### config.mk
export PLATFORM = sky130hd
export DESIGN_NAME = gp_timer
export DESIGN_NICKNAME = d
export VERILOG_FILES = /design/src/rtl/gpt_pkg.sv /design/src/rtl/gpt_sync.sv /design/src/rtl/gpt_core.sv /design/src/rtl/gp_timer.sv
export SDC_FILE = /design/constraint.sdc
export NUM_CORES = 1
export LEC_CHECK = 0
export CAP_MARGIN = 20
export CORE_MARGIN = 4
export CORE_UTILIZATION = 38
export CTS_CLUSTER_DIAMETER = 150
export DETAILED_ROUTE_END_ITERATION = 8
export DONT_BUFFER_PORTS = 1
export PLACE_DENSITY_LB_ADDON = 0.08
export SETUP_SLACK_MARGIN = 0.15
export SLEW_MARGIN = 20
export SYNTH_ARGS = -nofsm -noshare
export SYNTH_HDL_FRONTEND = slang
export SYNTH_SLANG_ARGS = --single-unit
### constraint.sdc
create_clock -name clk -period 12.5 [get_ports clk]
set_clock_uncertainty 0.05 [all_clocks]
set_input_delay 3.75 -clock clk [delete_from_list [all_inputs] [get_ports clk]]
set_output_delay 3.75 -clock clk [all_outputs]
set_load 0.01 [all_outputs]
### src/rtl/gpt_pkg.sv
package gpt_pkg;

    typedef enum logic [1:0] {
        MODE_IDLE = 2'd0,
        MODE_WAVE = 2'd1,
        MODE_CAPT = 2'd2,
        MODE_EVNT = 2'd3
    } gpt_mode_e;

    typedef struct packed {
        logic      spare;
        logic      cap_on_fall;
        logic      irq_en;
        logic      invert;
        gpt_mode_e mode;
    } gpt_cfg_t;

    localparam int CFG_BITS = $bits(gpt_cfg_t);

    localparam logic [2:0] ADR_CFG  = 3'd0;
    localparam logic [2:0] ADR_CNT  = 3'd1;
    localparam logic [2:0] ADR_PER  = 3'd2;
    localparam logic [2:0] ADR_WID  = 3'd3;
    localparam logic [2:0] ADR_STAT = 3'd4;

    localparam int ST_EN   = 0;
    localparam int ST_FLAG = 1;
    localparam int ST_WRAP = 2;

    function automatic logic is_mode(gpt_cfg_t c, gpt_mode_e m);
        return c.mode == m;
    endfunction

endpackage

### src/rtl/gpt_sync.sv
module gpt_sync #(
    parameter int STAGES = 2
) (
    input  logic clk,
    input  logic rst,
    input  logic d,
    output logic rise,
    output logic fall
);
    logic [STAGES-1:0] sh_q;
    logic              prev_q;

    always_ff @(posedge clk) begin
        if (rst) begin
            sh_q   <= '0;
            prev_q <= 1'b0;
        end else begin
            sh_q   <= {sh_q[STAGES-2:0], d};
            prev_q <= sh_q[STAGES-1];
        end
    end

    assign rise = sh_q[STAGES-1] & ~prev_q;
    assign fall = ~sh_q[STAGES-1] & prev_q;
endmodule

### src/rtl/gpt_core.sv
module gpt_core
    import gpt_pkg::*;
#(
    parameter int W = 32
) (
    input  gpt_cfg_t       cfg,
    input  logic           en,
    input  logic [W-1:0]   cnt,
    input  logic [W-1:0]   per,
    input  logic [W-1:0]   wid,
    input  logic           rise,
    input  logic           fall,
    output logic [W-1:0]   cnt_nxt,
    output logic           per_ld,
    output logic           wid_ld,
    output logic [W-1:0]   cap_val,
    output logic           evt,
    output logic           wrap,
    output logic           active
);
    localparam logic [W-1:0] ONE = W'(1);
    localparam logic [W-1:0] TWO = W'(2);

    logic [W-1:0] inc;
    assign inc     = cnt + ONE;
    assign cap_val = inc;

    always_comb begin
        cnt_nxt = cnt;
        per_ld  = 1'b0;
        wid_ld  = 1'b0;
        evt     = 1'b0;
        wrap    = 1'b0;
        active  = 1'b0;
        if (en) begin
            unique case (cfg.mode)
                MODE_WAVE: begin
                    if (per < TWO) begin
                        cnt_nxt = '0;
                    end else begin
                        active = (cnt < wid);
                        if (cnt >= per - ONE) begin
                            cnt_nxt = '0;
                            evt     = 1'b1;
                        end else begin
                            cnt_nxt = inc;
                        end
                    end
                end
                MODE_CAPT: begin
                    if (rise) begin
                        per_ld  = 1'b1;
                        cnt_nxt = '0;
                        evt     = ~cfg.cap_on_fall;
                    end else begin
                        cnt_nxt = inc;
                        wrap    = &cnt;
                    end
                    if (fall) begin
                        wid_ld = 1'b1;
                        evt    = cfg.cap_on_fall;
                    end
                end
                MODE_EVNT: begin
                    if (rise) begin
                        if (inc == per) begin
                            cnt_nxt = '0;
                            evt     = 1'b1;
                        end else begin
                            cnt_nxt = inc;
                        end
                    end
                end
                default: ;
            endcase
        end
    end
endmodule

### src/rtl/gp_timer.sv
module gp_timer
    import gpt_pkg::*;
#(
    parameter int W           = 32,
    parameter int SYNC_STAGES = 2
) (
    input  logic         clk,
    input  logic         rst,
    input  logic         wr_en,
    input  logic [2:0]   addr,
    input  logic [W-1:0] wr_data,
    output logic [W-1:0] rd_data,
    input  logic         pin_i,
    output logic         pin_o,
    output logic         pin_oe,
    output logic         irq
);
    gpt_cfg_t     cfg_q;
    logic         en_q, flag_q, wrap_q;
    logic [W-1:0] cnt_q, per_q, wid_q;

    logic         rise, fall;
    logic [W-1:0] cnt_nxt, cap_val;
    logic         per_ld, wid_ld, evt, wrap, active;

    gpt_sync #(.STAGES(SYNC_STAGES)) sync_i (
        .clk (clk),
        .rst (rst),
        .d   (pin_i),
        .rise(rise),
        .fall(fall)
    );

    gpt_core #(.W(W)) core_i (
        .cfg    (cfg_q),
        .en     (en_q),
        .cnt    (cnt_q),
        .per    (per_q),
        .wid    (wid_q),
        .rise   (rise),
        .fall   (fall),
        .cnt_nxt(cnt_nxt),
        .per_ld (per_ld),
        .wid_ld (wid_ld),
        .cap_val(cap_val),
        .evt    (evt),
        .wrap   (wrap),
        .active (active)
    );

    logic wr_cfg, wr_cnt, wr_per, wr_wid, wr_st;
    assign wr_cfg = wr_en && addr == ADR_CFG;
    assign wr_cnt = wr_en && addr == ADR_CNT;
    assign wr_per = wr_en && addr == ADR_PER;
    assign wr_wid = wr_en && addr == ADR_WID;
    assign wr_st  = wr_en && addr == ADR_STAT;

    always_ff @(posedge clk) begin
        if (rst) begin
            cfg_q  <= '0;
            en_q   <= 1'b0;
            flag_q <= 1'b0;
            wrap_q <= 1'b0;
            cnt_q  <= '0;
            per_q  <= '0;
            wid_q  <= '0;
        end else begin
            cfg_q  <= wr_cfg ? gpt_cfg_t'(wr_data[CFG_BITS-1:0]) : cfg_q;
            en_q   <= wr_st ? wr_data[ST_EN] : en_q;
            flag_q <= evt  | (flag_q & ~(wr_st & wr_data[ST_FLAG]));
            wrap_q <= wrap | (wrap_q & ~(wr_st & wr_data[ST_WRAP]));
            cnt_q  <= wr_cnt ? wr_data : cnt_nxt;
            if (wr_per)      per_q <= wr_data;
            else if (per_ld) per_q <= cap_val;
            if (wr_wid)      wid_q <= wr_data;
            else if (wid_ld) wid_q <= cap_val;
        end
    end

    always_comb begin
        unique case (addr)
            ADR_CFG:  rd_data = W'(cfg_q);
            ADR_CNT:  rd_data = cnt_q;
            ADR_PER:  rd_data = per_q;
            ADR_WID:  rd_data = wid_q;
            ADR_STAT: rd_data = W'({wrap_q, flag_q, en_q});
            default:  rd_data = '0;
        endcase
    end

    assign pin_o  = active ^ cfg_q.invert;
    assign pin_oe = en_q && is_mode(cfg_q, MODE_WAVE);
    assign irq    = flag_q & cfg_q.irq_en;
endmodule

==> flow_metrics.env, run 1 <==
export IMPL_outcome="complete, no violations"
export IMPL_hold_path_class="register to register"
export IMPL_final_nets=1432
export IMPL_place_gp_congestion=0.968
export IMPL_rsz0062_at_grt="no"
export IMPL_die_x_um=172
export IMPL_slowest_delay_ns=0.37
export IMPL_netlist_instances=1439
export IMPL_area_growth_pct=3.46
export IMPL_cts_setup_buffers=0
export IMPL_max_slew_margin_rel_pct=27.1
export IMPL_multi_input_area_um2=7390
export IMPL_die_h_um=172
export IMPL_routed_wl_mm=40.1
export IMPL_diodes=0
export IMPL_synth_seq_cells=108
export IMPL_grt_pass1_vias=9717
export IMPL_ios=74
export IMPL_core_area_um2=26400
export IMPL_ctsHoldBuffers=0
export IMPL_clk_path_buf_depth=2
export IMPL_start_util_pct=39.0
export IMPL_firstDrtPassIters=6
export IMPL_fill_cells=2815
export IMPL_cp_cell_sequence="nor2b_2, buf_4, a22oi_1, nor2_1"
export IMPL_slowest_stage="buf_4"
export IMPL_grt_pass1_wl_mm=61.3
export IMPL_drc=0
export IMPL_power_density_nw_per_um2=90.3
export IMPL_rows=59
export IMPL_clkTransAtPathRegs_ns=0.08
export IMPL_r2r_slack_ns=6.41
export IMPL_vias=10500
export IMPL_ys_seq_area_share_pct=21.0
export IMPL_syn_num_nets=1543
export IMPL_root_buffer="clkbuf_16"
export IMPL_worst_slew_pin_slew_ns=1.09
export IMPL_crit_required_ns=8.70
export IMPL_cts_sinks=108
export IMPL_cts_resized=0
export IMPL_portBuffers=0
export IMPL_p_leak_nw=3.69
export IMPL_grt_overflow=0
export IMPL_cts_buffers=9
export IMPL_hpwl_mm=28.0
export IMPL_synth_edf_count=0
export IMPL_grt_max_degree=114
export IMPL_wl_per_cell_um=24.0
export IMPL_period_minus_slack_ns=8.55
export IMPL_synth_area_um2=10300
export IMPL_critPathCaptureType="output port"
export IMPL_clock_latency_ns=0.37
export IMPL_setup_violations=0
export IMPL_via_per_inst=6.26
export IMPL_cts_tree="built"
export IMPL_drive_gt1_share_pct=6.00
export IMPL_startpoint_type="input pin"
export IMPL_finalMaxSlewViolations=0
export IMPL_cts_max_level=3
export IMPL_power_uw=960
export IMPL_tns_ns=0
export IMPL_ir_worst_vdd_v=0.0000637
export IMPL_antenna_found_initial=0
export IMPL_yosys_most_used_dff="dfxtp_1"
export IMPL_grt_use_total_pct=26.7
export IMPL_syn_avg_cell_area_um2=7.14
export IMPL_ys_async_sr_fraction_pct=0
export IMPL_ys_types=78
export IMPL_fin_crit_sh_pct=68.4
export IMPL_crit_fanout=50
export IMPL_path_class="input pin to output port"
export IMPL_max_freq_ghz=0.117
export IMPL_drtIter0Drc=1029
export IMPL_crit_arrival_ns=4.75
export IMPL_hold_viol_final=0
export IMPL_maxCapViolations=0
export IMPL_yosysWarnings=0
export IMPL_layout_area_seq_um2=2160
export IMPL_die_area_um2=29700
export IMPL_postRouteAntennaNets=0
## worst max-delay path: cells and delay by family
kind                   cells  cell delay (ns)
AOI/OAI and AO/OA          1             0.15
buffers and inverters      1             0.37
and+or+nand+nor            2             0.43
## cells in the final DEF, fill, tap and decap left out, types with 18 or more instances in the layout
cell type / count
nor4_1: 40
nand2b_1: 29
xor2_1: 21
nand3_1: 38
dfxtp_1: 108
a22oi_1: 42
a21oi_1: 109
o21ai_0: 41
nor2_1: 227
nand2_1: 96
nor2b_1: 18
inv_1: 47
xnor2_1: 48
ha_1: 65
mux2i_1: 18
nor3_1: 35
buf_4: 18
and3_1: 24
nand4_1: 27
a211oi_1: 69
mux2_2: 20
## cells in the mapped netlist (20+ instances only)
cell type	instances	area, um^2
nand2b_1	29	181
ha_1	65	813
xnor2_1	48	420
nand2_1	96	360
mux2_2	20	225
nor4_1	40	250
a211oi_1	69	518
dfxtp_1	108	2160
nor2_1	228	856
nor3_1	35	175
and3_1	25	156
a21oi_1	109	546
inv_1	47	176
clkbuf_1	113	424
xor2_1	21	184
nand4_1	27	169
o21ai_0	41	205
a22oi_1	42	315
nand3_1	38	190
## sequential cells by signal, summed over array words and instances, names as in the netlist
name	flops
sync_i.prev_q	1
cfg_q	6
en_q	1
cnt_q	32
wid_q	32
flag_q	1
per_q	32
wrap_q	1
sync_i.sh_q	2
## through the flow
| stage | utilization [%] | instance area (um^2) | cells | hold WS (ns) | worst slack (ns) |
|---|---|---|---|---|---|
| final | 40.4 | 10600 | 1668 | 0.392 | 3.95 |
| after global routing | 40.4 | 10600 | 1668 | 0.406 | 3.83 |
| after detailed placement | 39.0 | 10300 | 1652 | 0.379 | 3.94 |
| after CTS | 40.4 | 10600 | 1668 | 0.397 | 3.94 |
| after floorplan | - | 10300 | 1439 | 0.364 | 3.60 |
| after global placement | 39.0 | 10300 | 1652 | 0.374 | 3.98 |
## worst paths after layout
check,from,cells after the start,end
min,sync_i.sh_q[0],1,sync_i.sh_q[1]
max reg2reg,per_q[5],17,cnt_q[22]
max,addr[1],4,rd_data[27]
min reg2reg,sync_i.sh_q[0],1,sync_i.sh_q[1]
## layout make-up
| cell class | instances | area share (%) |
|---|---|---|
| multi-input cells | 1144 | 69.5 |
| inverters | 47 | 1.66 |
| repair buffers | 18 | 1.27 |
| well taps | 335 | 3.94 |
| clock inverters | 7 | 1.20 |
| clock buffers | 9 | 2.12 |
| flip-flops and latches | 108 | 20.3 |
## metal layers
| layer | global-route usage, % | share of wire [%] | vias up |
|---|---|---|---|
| met2 | 41.4 | 45 | 352 |
| met5 | 0 | 0 | - |
| met1 | 38.1 | 47 | 5024 |
| met4 | 7.55 | 2.5 | 0 |
| li1 | - | - | 5018 |
| met3 | 4.62 | 6.2 | 56 |
## kinds of logic after synthesis
kind of cell	after synthesis	synth area share [%]
and+or+nand+nor	607	29.4
buffers and inverters	187	7.27
AOI/OAI and AO/OA	360	23.4
adders and majority gates	65	7.91
muxes	41	4.60
DFF	108	21.0
xor gates and xnor gates	71	6.32
## power by group
group / switching (mW) / total [mW] / internal [mW] / leakage [nW]
logic: 0.132 / 0.218 / 0.0868 / 2.64
clock network: 0.157 / 0.358 / 0.200 / 0.173
registers: 0.0301 / 0.385 / 0.354 / 0.875
total: 0.319 / 0.960 / 0.641 / 3.69
No activity file was read; power rests on OpenSTA's default activity.
==> run 2, diff against run 1 <==
==> constraint.sdc (replaced) <==
create_clock -name clk -period 7.7 [get_ports clk]
set_clock_uncertainty 0.05 [all_clocks]
set_input_delay 2.31 -clock clk [delete_from_list [all_inputs] [get_ports clk]]
set_output_delay 2.31 -clock clk [all_outputs]
set_load 0.01 [all_outputs]
==> run 2 against run 1 <==
Count of clock-buffer cells in the layout increased by 2. Cell area decreased by 0.83%. Via count increased by 0.52%. Largest cell class unchanged. Largest power group unchanged. Sequential power increased by 63%. Sequential share of layout area increased by 0.17 points.
==> flow_metrics.env, run 2 (synthesized netlist as in run 1, its figures left out) <==
export IMPL_outcome="complete, no violations"
export IMPL_grt_pass1_wl_mm=61.1
export IMPL_cts_max_level=3
export IMPL_firstDrtPassIters=6
export IMPL_fill_cells=2778
export IMPL_cts_setup_buffers=0
export IMPL_via_per_inst=6.30
export IMPL_drtIter0Drc=899
export IMPL_routed_wl_mm=40.4
export IMPL_postRouteAntennaNets=0
export IMPL_area_growth_pct=2.59
export IMPL_max_slew_margin_rel_pct=29.9
export IMPL_r2r_end="cnt_q[22]"
export IMPL_crit_fanout=12
export IMPL_grt_max_degree=114
export IMPL_root_buffer="clkbuf_16"
export IMPL_drc=0
export IMPL_cts_buffers=9
export IMPL_grt_overflow=0
export IMPL_place_inst=1650
export IMPL_wl_per_cell_um=24.2
export IMPL_tns_ns=0
export IMPL_power_mw=1.45
export IMPL_period_minus_slack_ns=5.89
export IMPL_maxCapViolations=0
export IMPL_place_gp_congestion=0.974
export IMPL_diodes=0
export IMPL_final_common_cell="nor2_1"
export IMPL_ctsHoldBuffers=0
export IMPL_p_leak_nw=3.64
export IMPL_path_class="register to output port"
export IMPL_r2r_slack_ns=2.08
export IMPL_max_freq_ghz=0.170
export IMPL_rsz0062_at_grt="no"
export IMPL_most_common_layout_cells="227 x nor2_1, 109 x a21oi_1, 108 x dfxtp_1"
export IMPL_die_h_um=172
export IMPL_final_nets=1430
export IMPL_antenna_found_initial=0
export IMPL_clkTransAtPathRegs_ns=0.08
export IMPL_worst_slew_pin_slew_ns=1.04
export IMPL_startpoint_type="register"
export IMPL_largestRegisters="cnt_q x32, per_q x32, wid_q x32"
export IMPL_grt_use_total_pct=26.7
export IMPL_min_path_cells=1
export IMPL_start_util_pct=39.0
export IMPL_cts_sinks=108
export IMPL_hold_viol_final=0
export IMPL_final_area_um2=10500
export IMPL_cts_tree="built"
export IMPL_die_x_um=172
export IMPL_portBuffers=0
export IMPL_crit_arrival_ns=3.53
export IMPL_crit_required_ns=5.34
export IMPL_drive_gt1_share_pct=5.79
export IMPL_hold_path_end="sync_i.sh_q[1]"
export IMPL_worstHoldStart="sync_i.sh_q[0]"
export IMPL_reg2reg_from="cnt_q[1]"
export IMPL_setup_violations=0
export IMPL_die_area_um2=29700
export IMPL_rows=59
export IMPL_finalNonFillerCells=1666
export IMPL_core_area_um2=26400
export IMPL_cp_startpoint="cnt_q[1]"
export IMPL_power_density_nw_per_um2=138
export IMPL_ios=74
export IMPL_clk_path_buf_depth=2
export IMPL_r2r_cells=11
export IMPL_vias=10500
export IMPL_finalMaxSlewViolations=0
export IMPL_dpl_cell_area_um2=10300
export IMPL_ir_worst_vdd_v=0.0000903
export IMPL_fin_crit_sh_pct=76.5
export IMPL_clock_latency_ns=0.37
export IMPL_hpwl_mm=28.7
export IMPL_cts_resized=0
export IMPL_hold_path_class="register to register"
export IMPL_grt_pass1_vias=9796
export IMPL_finalHoldWorstSlack_ns=0.394
export IMPL_critPathCaptureType="output port"
-- run 2: changes by cell type in the layout (fill, tap and decap cells not counted) --
cell	change
clkinv_4	+2
inv_8	-1
clkbuf_1	+1
inv_6	-2
clkbuf_8	+1
bufinv_16	-3
clkinv_2	+2
buf_4	-2
-- run 2: power by group --
part           internal, mW  switching, mW
Sequential            0.575         0.0517
Clock                 0.231          0.240
Combinational         0.141          0.214
-- run 2: stage by stage --
step / utilization [%] / setup slack, ns
finish: 40.0 / 1.81
global route: 40.0 / 1.57
CTS: 40.0 / 1.85
detailed placement: 39.0 / 2.01
global placement: 39.0 / 2.07
floorplan: - / 1.68
-- run 2: worst max-delay path, stage by stage (launching register included) --
cell     delay, ns
dfxtp_1       0.60
ha_1          0.31
a21o_1        0.15
a21o_1        0.17
a21o_1        0.19
a21oi_1       0.22
o21ai_0       0.11
a31oi_1       0.48
o41ai_1       0.21
a41oi_1       0.37
xor2_1        0.36
-- run 2: cell type report --
| class | count | area, um^2 | area share [%] |
|---|---|---|---|
| clock buffers | 11 | 243 | 2.30 |
| clock inverters | 5 | 36.3 | 0.344 |
| multi-input cells | 1144 | 7390 | 70.1 |
| repair buffers | 16 | 120 | 1.14 |
| flip-flops and latches | 108 | 2160 | 20.5 |
| well taps | 335 | 419 | 3.97 |
| inverters | 47 | 176 | 1.67 |
-- run 2: worst max path at each step --
stage | to | slack, ns | depth (start not counted)
2_1_floorplan | rd_data[2] | 1.68 | 5
3_3_place_gp | rd_data[9] | 2.07 | 4
3_5_place_dp | rd_data[29] | 2.01 | 4
4_1_cts | pin_o | 1.85 | 10
5_1_grt | pin_o | 1.57 | 10
6_report | pin_o | 1.81 | 10
-- run 2: routing by layer --
metal | part of all wire [%] | vias up | track usage [%]
met5 | 0 | - | 0
li1 | - | 5008 | -
met1 | 45 | 5047 | 36.9
met4 | 3.3 | 0 | 9.36
met3 | 6.6 | 63 | 4.44
met2 | 45 | 386 | 42.2
==> run 3, diff against run 2 <==
==> constraint.sdc (replaced) <==
create_clock -name clk -period 5.85 [get_ports clk]
set_clock_uncertainty 0.05 [all_clocks]
set_input_delay 1.755 -clock clk [delete_from_list [all_inputs] [get_ports clk]]
set_output_delay 1.755 -clock clk [all_outputs]
set_load 0.01 [all_outputs]
==> run 3 against run 2 <==
Register-to-register slack got worse by 1.3 ns. Critical path type is now input pin to output port. Cell area rose by 2.1%. Utilization rose by 0.83 points. Sequential power rose by 28%. First-iteration DRC count fell by 2.4%. Total power rose by 35%. Worst hold slack improved by 0.0076 ns. Cell count rose by 1.5%.
==> flow_metrics.env, run 3 (synthesized netlist as in run 1, its figures left out) <==
export IMPL_clock_latency_ns=0.38
export IMPL_startpoint_type="input pin"
export IMPL_cts_sinks=108
export IMPL_vias=10600
export IMPL_r2r_cells=17
export IMPL_cp_depth=4
export IMPL_final_nets=1456
export IMPL_final_common_cell="nor2_1"
export IMPL_setup_violations=0
export IMPL_rows=59
export IMPL_grt_max_degree=114
export IMPL_outcome="complete, no violations"
export IMPL_place_inst=1676
export IMPL_maxCapViolations=0
export IMPL_cp_endpoint="rd_data[29]"
export IMPL_drc=0
export IMPL_cts_max_level=3
export IMPL_portBuffers=0
export IMPL_worstHoldStart="sync_i.sh_q[0]"
export IMPL_start_util_pct=39.0
export IMPL_crit_arrival_ns=3.39
export IMPL_via_per_inst=6.29
export IMPL_crit_family="simple AND/OR/NAND/NOR gates"
export IMPL_tns_ns=0
export IMPL_crit_required_ns=4.05
export IMPL_die_h_um=172
export IMPL_hold_viol_final=0
export IMPL_rsz0062_at_grt="no"
export IMPL_drive_gt1_share_pct=7.52
export IMPL_drtIter0Drc=877
export IMPL_cts_tree="built"
export IMPL_grt_use_total_pct=27.2
export IMPL_root_buffer="clkbuf_16"
export IMPL_finalNonFillerCells=1691
export IMPL_area_growth_pct=4.72
export IMPL_place_gp_congestion=1.01
export IMPL_firstDrtPassIters=7
export IMPL_ctsHoldBuffers=0
export IMPL_p_leak_nw=3.78
export IMPL_cp_cell_sequence="nor2b_2, buf_4, a22oi_1, nor2_1"
export IMPL_diodes=0
export IMPL_max_slew_margin_rel_pct=30.1
export IMPL_finalMaxSlewViolations=0
export IMPL_cts_buffers=9
export IMPL_critPathCaptureType="output port"
export IMPL_path_class="input pin to output port"
export IMPL_cts_setup_buffers=0
export IMPL_slowest_delay_ns=0.83
export IMPL_die_x_um=172
export IMPL_crit_buf_inv=1
export IMPL_fin_crit_sh_pct=88.7
export IMPL_postRouteAntennaNets=0
export IMPL_largestRegisters="cnt_q x32, per_q x32, wid_q x32"
export IMPL_die_area_um2=29700
export IMPL_crit_fanout=50
export IMPL_period_minus_slack_ns=5.19
export IMPL_wl_per_cell_um=24.1
export IMPL_most_common_layout_cells="227 x nor2_1, 109 x a21oi_1, 108 x dfxtp_1"
export IMPL_clkTransAtPathRegs_ns=0.08
export IMPL_power_density_nw_per_um2=183
export IMPL_slowest_stage="nor2b_2"
export IMPL_hold_path_class="register to register"
export IMPL_core_area_um2=26400
export IMPL_worst_slew_pin_slew_ns=1.04
export IMPL_grt_overflow=0
export IMPL_r2r_slack_ns=0.79
export IMPL_cp_startpoint="addr[1]"
export IMPL_cts_resized=0
export IMPL_ios=74
export IMPL_hpwl_mm=29.8
export IMPL_clk_path_buf_depth=2
export IMPL_reg2reg_from="per_q[5]"
export IMPL_grt_pass1_vias=9996
export IMPL_ir_worst_vdd_v=0.000133
export IMPL_routed_wl_mm=40.7
export IMPL_max_freq_ghz=0.193
export IMPL_r2r_end="cnt_q[19]"
export IMPL_grt_pass1_wl_mm=62.1
export IMPL_fill_cells=2792
export IMPL_antenna_found_initial=1
==> run 3: worst min-delay path by stage <==
stage                           endpoint  cells after the start  slack, ns
after floorplan           sync_i.sh_q[1]                      1       0.36
after global placement    sync_i.sh_q[1]                      1       0.37
after detailed placement  sync_i.sh_q[1]                      1       0.39
after CTS                 sync_i.sh_q[1]                      1       0.40
after global routing      sync_i.sh_q[1]                      1       0.42
final                     sync_i.sh_q[1]                      1       0.40
==> run 3: cell type report <==
class                      count  area, um^2  area share (%)
sequential                   108        2160            20.1
clock buffer                  12         256            2.38
tap                          335         419            3.89
timing repair buffer          42         315            2.93
multi-input combinational   1144        7390            68.6
inverter                      47         176            1.64
clock inverter                 3        46.3           0.430
==> run 3: where the power goes <==
group | total, mW | switching, mW | leakage, nW | internal (mW)
logic | 0.501 | 0.303 | 2.76 | 0.197
registers | 0.803 | 0.0457 | 0.875 | 0.757
clock network | 0.664 | 0.309 | 0.145 | 0.355
==> run 3: metal layers <==
| layer | routed length, um | global-route usage [%] | up-vias |
|---|---|---|---|
| met4 | 929 | 7.62 | 2 |
| li1 | - | - | 5058 |
| met3 | 2820 | 5.58 | 58 |
| met5 | 13 | 0 | - |
| met1 | 18600 | 37.8 | 5095 |
| met2 | 18400 | 42.7 | 423 |
==> run 3: per-stage QoR <==
step / setup WS (ns) / util [%] / area (um^2) / power, mW / hold WS [ns]
CTS: 0.645 / 40.8 / 10800 / 1.98 / 0.399
global placement: 0.666 / 39.7 / 10500 / 1.31 / 0.369
global route: 0.408 / 40.8 / 10800 / 2.07 / 0.417
floorplan: 0.944 / - / 10300 / 1.18 / 0.364
finish: 0.658 / 40.8 / 10800 / 1.97 / 0.402
detailed placement: 0.643 / 39.7 / 10500 / 1.31 / 0.386
